<file path="src/rtl/nxu_pkg.sv">
package nxu_pkg;

  typedef enum logic [2:0] {
    OP_UNK,
    OP_SPLIT,
    OP_LOOKUP,
    OP_DCOPY,
    OP_CMPW
  } nxu_op_e;

  localparam logic [9:0] OPC_SPLIT   = 10'h02A;
  localparam logic [9:0] OPC_DCOPY   = 10'h051;
  localparam logic [9:0] OPC_CMPW    = 10'h239;
  localparam logic [9:0] OPC_LK_BASE = 10'h080;

  function automatic logic [3:0] hi_nib(input logic [7:0] v);
    return v[7:4];
  endfunction

  function automatic logic [3:0] lo_nib(input logic [7:0] v);
    return v[3:0];
  endfunction

  // zero-extend the 3-bit D register into a nibble
  function automatic logic [3:0] widen_d(input logic [2:0] d);
    return {1'b0, d};
  endfunction

endpackage

</file>
<file path="src/rtl/nxu_decode.sv">
module nxu_decode
  import nxu_pkg::*;
#(
  parameter int PAGE_W = 5
) (
  input  logic [9:0]        insn,
  output nxu_op_e           op,
  output logic [PAGE_W-1:0] page
);
  localparam logic [9:0] LK_TAG = OPC_LK_BASE >> PAGE_W;

  assign page = insn[PAGE_W-1:0];

  always_comb begin
    if (insn == OPC_SPLIT)                op = OP_SPLIT;
    else if (insn == OPC_DCOPY)           op = OP_DCOPY;
    else if (insn == OPC_CMPW)            op = OP_CMPW;
    else if ((insn >> PAGE_W) == LK_TAG)  op = OP_LOOKUP;
    else                                  op = OP_UNK;
  end
endmodule

</file>
<file path="src/rtl/nxu_stack.sv">
module nxu_stack #(
  parameter int DEPTH = 8,
  parameter int PC_W  = 12,
  localparam int SP_W = $clog2(DEPTH)
) (
  input  logic            clk,
  input  logic            rst_n,
  input  logic            load,
  input  logic [SP_W-1:0] load_val,
  input  logic            push,
  input  logic [PC_W-1:0] push_data,
  input  logic            pop,
  output logic [SP_W-1:0] sp,
  output logic [PC_W-1:0] top_data,
  output logic            push_wraps
);
  logic [PC_W-1:0] mem [DEPTH];
  logic [SP_W-1:0] sp_base;
  logic [SP_W-1:0] sp_up;

  assign sp_base    = load ? load_val : sp;
  assign sp_up      = sp_base + 1'b1;
  assign push_wraps = push && (sp_base == SP_W'(DEPTH - 1));
  assign top_data   = mem[sp];

  always_ff @(posedge clk or negedge rst_n) begin
    if (!rst_n) begin
      sp <= '0;
      for (int i = 0; i < DEPTH; i++) mem[i] <= '0;
    end else if (push) begin
      mem[sp_up] <= push_data;
      sp         <= sp_up;
    end else if (pop) begin
      sp <= sp - 1'b1;
    end else if (load) begin
      sp <= load_val;
    end
  end
endmodule

</file>
<file path="src/rtl/nxu_lookup_seq.sv">
module nxu_lookup_seq #(
  parameter int PAGE_W = 5,
  parameter int D_W    = 3,
  localparam int PC_W  = PAGE_W + D_W + 4
) (
  input  logic              clk,
  input  logic              rst_n,
  input  logic              start,
  input  logic [PAGE_W-1:0] page,
  input  logic [D_W-1:0]    d_val,
  input  logic [3:0]        a_val,
  output logic              busy,
  output logic              rd_phase,
  output logic              cap_phase,
  output logic [PC_W-1:0]   rom_addr
);
  typedef enum logic [1:0] {S_IDLE, S_READ, S_CAPT} seq_e;
  seq_e state;

  assign busy      = (state != S_IDLE);
  assign rd_phase  = (state == S_READ);
  assign cap_phase = (state == S_CAPT);

  always_ff @(posedge clk or negedge rst_n) begin
    if (!rst_n) begin
      state    <= S_IDLE;
      rom_addr <= '0;
    end else begin
      unique case (state)
        S_IDLE: if (start) begin
          rom_addr <= {page, d_val, a_val};
          state    <= S_READ;
        end
        S_READ:  state <= S_CAPT;
        S_CAPT:  state <= S_IDLE;
        default: state <= S_IDLE;
      endcase
    end
  end
endmodule

</file>
<file path="src/rtl/nibble_xfer_unit.sv">
module nibble_xfer_unit
  import nxu_pkg::*;
#(
  parameter int PAGE_W = 5,
  parameter int D_W    = 3,
  parameter int DEPTH  = 8,
  localparam int PC_W  = PAGE_W + D_W + 4,
  localparam int SP_W  = $clog2(DEPTH)
) (
  input  logic            clk,
  input  logic            rst_n,
  input  logic            insn_valid,
  input  logic [9:0]      insn,
  input  logic [PC_W-1:0] pc_in,
  input  logic [7:0]      rom_data,
  input  logic [3:0]      a_in,
  input  logic [3:0]      b_in,
  input  logic [D_W-1:0]  d_in,
  input  logic [7:0]      e_in,
  input  logic            cmp_mode,
  input  logic            sp_load,
  input  logic [SP_W-1:0] sp_in,
  output logic            a_we,
  output logic [3:0]      a_out,
  output logic            b_we,
  output logic [3:0]      b_out,
  output logic            cmp_we,
  output logic [7:0]      cmp_out,
  output logic            pc_load,
  output logic [PC_W-1:0] pc_out,
  output logic            rom_rd,
  output logic [PC_W-1:0] rom_addr,
  output logic [SP_W-1:0] sp_out,
  output logic            stk_ovf,
  output logic            busy,
  output logic            not_handled
);
  nxu_op_e           op;
  logic [PAGE_W-1:0] page;
  logic              accept;
  logic              do_split, do_dcopy, do_cmpw;
  logic              lk_start, lk_cap;
  logic              push_wraps;
  logic [PC_W-1:0]   saved_pc;

  nxu_decode #(.PAGE_W(PAGE_W)) dec_i (
    .insn (insn),
    .op   (op),
    .page (page)
  );

  assign accept      = insn_valid && !busy;
  assign do_split    = accept && (op == OP_SPLIT);
  assign do_dcopy    = accept && (op == OP_DCOPY);
  assign do_cmpw     = accept && (op == OP_CMPW) && cmp_mode;
  assign lk_start    = accept && (op == OP_LOOKUP);
  assign not_handled = accept && (op == OP_UNK);

  nxu_lookup_seq #(.PAGE_W(PAGE_W), .D_W(D_W)) seq_i (
    .clk       (clk),
    .rst_n     (rst_n),
    .start     (lk_start),
    .page      (page),
    .d_val     (d_in),
    .a_val     (a_in),
    .busy      (busy),
    .rd_phase  (rom_rd),
    .cap_phase (lk_cap),
    .rom_addr  (rom_addr)
  );

  nxu_stack #(.DEPTH(DEPTH), .PC_W(PC_W)) stk_i (
    .clk        (clk),
    .rst_n      (rst_n),
    .load       (sp_load && !busy),
    .load_val   (sp_in),
    .push       (lk_start),
    .push_data  (pc_in),
    .pop        (lk_cap),
    .sp         (sp_out),
    .top_data   (saved_pc),
    .push_wraps (push_wraps)
  );

  always_ff @(posedge clk or negedge rst_n) begin
    if (!rst_n)        stk_ovf <= 1'b0;
    else if (lk_start) stk_ovf <= push_wraps;
  end

  assign a_we = do_split || do_dcopy || lk_cap;
  assign b_we = do_split || lk_cap;

  always_comb begin
    if (lk_cap)        a_out = lo_nib(rom_data);
    else if (do_split) a_out = lo_nib(e_in);
    else if (do_dcopy) a_out = widen_d(d_in);
    else               a_out = '0;
  end

  always_comb begin
    if (lk_cap)        b_out = hi_nib(rom_data);
    else if (do_split) b_out = hi_nib(e_in);
    else               b_out = '0;
  end

  assign cmp_we  = do_cmpw;
  assign cmp_out = do_cmpw ? {b_in, a_in} : 8'h00;
  assign pc_load = lk_cap;
  assign pc_out  = lk_cap ? saved_pc : '0;
endmodule

</file>
<file path="config.mk">
export PLATFORM = sky130hd
export DESIGN_NAME = nibble_xfer_unit
export DESIGN_NICKNAME = d
export VERILOG_FILES = /design/src/rtl/nxu_pkg.sv /design/src/rtl/nxu_decode.sv /design/src/rtl/nxu_stack.sv /design/src/rtl/nxu_lookup_seq.sv /design/src/rtl/nibble_xfer_unit.sv
export SDC_FILE = /design/constraint.sdc
export NUM_CORES = 1
export LEC_CHECK = 0
export ABC_CLOCK_PERIOD_IN_PS = 4150
export BUFFER_PORTS_ARGS = -buffer_cell sky130_fd_sc_hd__buf_2
export CORE_UTILIZATION = 55
export CTS_BUF_LIST = sky130_fd_sc_hd__clkbuf_16
export DETAILED_ROUTE_END_ITERATION = 10
export PLACE_DENSITY = 0.8
export SYNTH_ARGS = -nofsm -noshare
export SYNTH_HDL_FRONTEND = slang
export SYNTH_SLANG_ARGS = --single-unit
</file>
<file path="constraint.sdc">
create_clock -name clk -period 4.15 [get_ports clk]
set_input_delay 1.245 -clock clk [delete_from_list [all_inputs] [get_ports clk]]
set_output_delay 1.245 -clock clk [all_outputs]
set_load 0.005 [all_outputs]
</file>
==> results.toml <==
[clock_network]
cts.sinks = 114
path_clk_slew_ns = 0.05
cts_made_buffers = 17
clk-insertion-delay-late_ns = 0.40
tritoncts_clock_tree = "done"
count_of_buffers_added_by_post_cts_timing_repair_for_setup = 0
htreeDepth = 4
clk_root_buffer_cell = "sky130_fd_sc_hd__clkbuf_16"
cts_buffer_depth = 2
postCtsHoldBufs = 0
cts_repair_resize_count = 0

[floorplan]
die_x_um = 101
die_h_um = 101
floorplan.core_area_sq_mm = 0.00942
die_area_sq_mm = 0.0103
fp-row-count = 35
boundaryPins = 108
start_util = 0.576

[critical_path]
arrival_ns = 2.69
timing.critical_path.cells = "buf_2 -> nor4bb_1 -> and4_1 -> or2_2 -> or2_2 -> buf_2"
worstSetupEndpointType = "output pin"
critical_path.max_stage_delay_ns = 0.48
criticalPathCategory = "input port to output pin"
crit_required_ns = 2.90
cp_slowest_cell = "sky130_fd_sc_hd__and4_1"
reg2reg_slack_ns = 0.83
critPathMaxFanout = 9
start_kind = "input port"

[power]
power.combinational.fraction = 0.111
fraction_of_power_spent_switching_nets = 0.224
p_int_uw = 2530
total_leakage_power_uw = 0.00359
peakVddDrop_mv = 0.383
seq_power_share = 0.400
switching_power_uw = 730
clk_pwr_share = 0.490
powerDensity_mw_per_mm2 = 479

[cells_and_area]
finish.net_count = 575
final_antenna_diode_count = 0
postLayoutCellArea_sq_mm = 0.00682
layout-drive-gt1-share = 0.540
area_growth_from_synthesis_to_layout_pct = 25.7
layout.cells.most_common_list = "114 x sky130_fd_sc_hd__dfrtp_1, 106 x sky130_fd_sc_hd__buf_2, 97 x sky130_fd_sc_hd__mux2_2"
final_common_cell = "sky130_fd_sc_hd__dfrtp_1"
fin_cells = 657

[timing]
grt_setup_unrepaired = "false"
fin_crit_sh = 0.947
finalSetupViolations = 0
slew_viol_final = 0
finalCriticalPeriod_ns = 3.93
relSlewSlack = 0.338
timing_worst_slew_pin_value_ns = 0.993
timing.clock.skew_ns = 0.00651
timing_hold_violations_final = 0
maxClockFrequency_ghz = 0.254
fin_tns_setup_ns = 0

[place]
finalWeightedCongestion = 0.862
place_inst = 625
io_buffers = 107
detailed_placement_hpwl_mm = 8.12
post_dp_cell_area_sq_mm = 0.00617

[global_routing]
grt_first_pass_wirelength_mm = 20.2
grt_start_max_net_pins = 61
grtUsageTotal = 0.269
number_of_antenna_violations_at_the_first_check_in_global_routing = 0
globalRoute.totalOverflow = 0
number_of_global_route_vias_before_repair = 3786

[synth]
syn_inst = 395
yosysWarningCount = 0
synthDistinctLibCells = 41
synthesized_flop_and_latch_total = 114
postSynthAreaPerCell_sq_um = 13.7
post-synth-top-area-cell = "sky130_fd_sc_hd__dfrtp_1"
post_synth_instance_area_sq_mm = 0.00543
synth.net_count = 455
synth.yosys.seq_area_share = 0.526
synth_largest_type_area_fraction = 0.526
synth.area.top_cells = "sky130_fd_sc_hd__dfrtp_1 53%, sky130_fd_sc_hd__mux2_2 20%, sky130_fd_sc_hd__mux4_2 10%, sky130_fd_sc_hd__nand2_1 2.7%, sky130_fd_sc_hd__mux2i_1 2.2%"

[routing]
drt_iter0_drc = 174
routed_wl_mm = 12.6
drcViolationCount = 0
count_of_nets_left_with_antenna_violations_after_detail_routing = 0
route.vias.total = 3802
detail_route.first_pass.iterations = 5
avgViaCountPerCell = 5.79
detail_route.wl_per_cell_um = 19.1

[job]
maxCapViolations = 0

[min_path]
min-delay-path-class = "flip-flop to flip-flop"

[run_status]
outcome = "finished, final reports clean"
metal layers:
| layer | track usage | vias to the layer above | share of wire |
|---|---|---|---|
| met5 | 0 | - | 0 |
| met4 | 0.0870 | 0 | 0.013 |
| met3 | 0.0669 | 21 | 0.053 |
| met2 | 0.436 | 140 | 0.51 |
| met1 | 0.358 | 1958 | 0.42 |
| li1 | - | 1683 | - |
cell usage after synthesis (all sizes together):
cell,instances
inv,7
mux2,98
and3b,1
or3,2
nor2,16
nor4bb,1
and2b,2
xor2,1
nor2b,1
and4,1
nor3b,2
nor4b,1
o21ai,5
nand2,39
nand4,1
nand2b,1
a22o,8
a41o,1
nor4,2
a21o,3
a21oi,2
o22ai,2
a31oi,1
nand3,4
or4,2
buf,12
or2,3
mux4,24
nor3,3
and2,8
dfrtp,114
mux2i,13
ha,3
clkbuf,11
worst max-delay path, delay by kind of cell:
family	cells	cell delay, ns
buffers and inverters	2	0.22
AND/OR/NAND/NOR	4	1.22
cell type report:
| class | instances | area (sq um) |
|---|---|---|
| clock buffers | 17 | 425 |
| multi-input cells | 251 | 2450 |
| well taps | 129 | 161 |
| repair buffers | 124 | 678 |
| flip-flops and latches | 114 | 2850 |
| clock inverters | 15 | 223 |
| fillers | 602 | 2600 |
| inverters | 7 | 26.3 |
power by group through the flow:
stage	clock (uW)	combinational (uW)	sequential, uW
after detailed placement	0	360	1320
after global placement	0	345	1310
after CTS	1610	364	1300
after floorplan	0	235	1280
after global routing	1670	396	1320
final	1600	361	1300
through the flow:
step / hold WS [ns] / setup slack, ns / util / power [uW]
2_1_floorplan: 0.459 / 0.424 / - / 1510
3_3_place_gp: 0.454 / 0.199 / 0.655 / 1650
3_5_place_dp: 0.461 / 0.0300 / 0.655 / 1680
4_1_cts: 0.475 / 0.239 / 0.724 / 3280
5_1_grt: 0.487 / 0.160 / 0.724 / 3380
6_report: 0.472 / 0.218 / 0.724 / 3260
sequential cells by signal, indices dropped and copies added, names as in the netlist:
| register | count |
|---|---|
| seq_i.rom_addr | 12 |
| seq_i.state | 2 |
| stk_ovf | 1 |
| stk_i.mem | 96 |
| stk_i.sp | 3 |
final timing paths:
| check | start | endpoint | cells past startpoint |
|---|---|---|---|
| min reg2reg | stk_ovf | stk_ovf | 2 |
| max reg2reg | seq_i.state[1] | stk_i.mem[2] | 8 |
| min | stk_ovf | stk_ovf | 2 |
| max | insn[6] | a_we | 6 |
| min in group asynchronous | rst_n | stk_i.mem[23] | 1 |
| max in group asynchronous | rst_n | seq_i.rom_addr[1] | 2 |
logic make-up (layout without fill, tap and decap cells):
kind of cell / after synthesis / count (layout) / share of synthesized area
AO/OA/AOI/OAI: 22 / 22 / 0.0288
XOR/XNOR: 1 / 1 / 0.00161
adder cells (fa/ha/maj): 3 / 3 / 0.00692
buffers and inverters: 30 / 163 / 0.0265
flip-flops: 114 / 114 / 0.526
multiplexers: 135 / 135 / 0.328
AND/OR/NAND/NOR: 90 / 90 / 0.0826
Note: power is estimated with default switching activity, not from simulation.
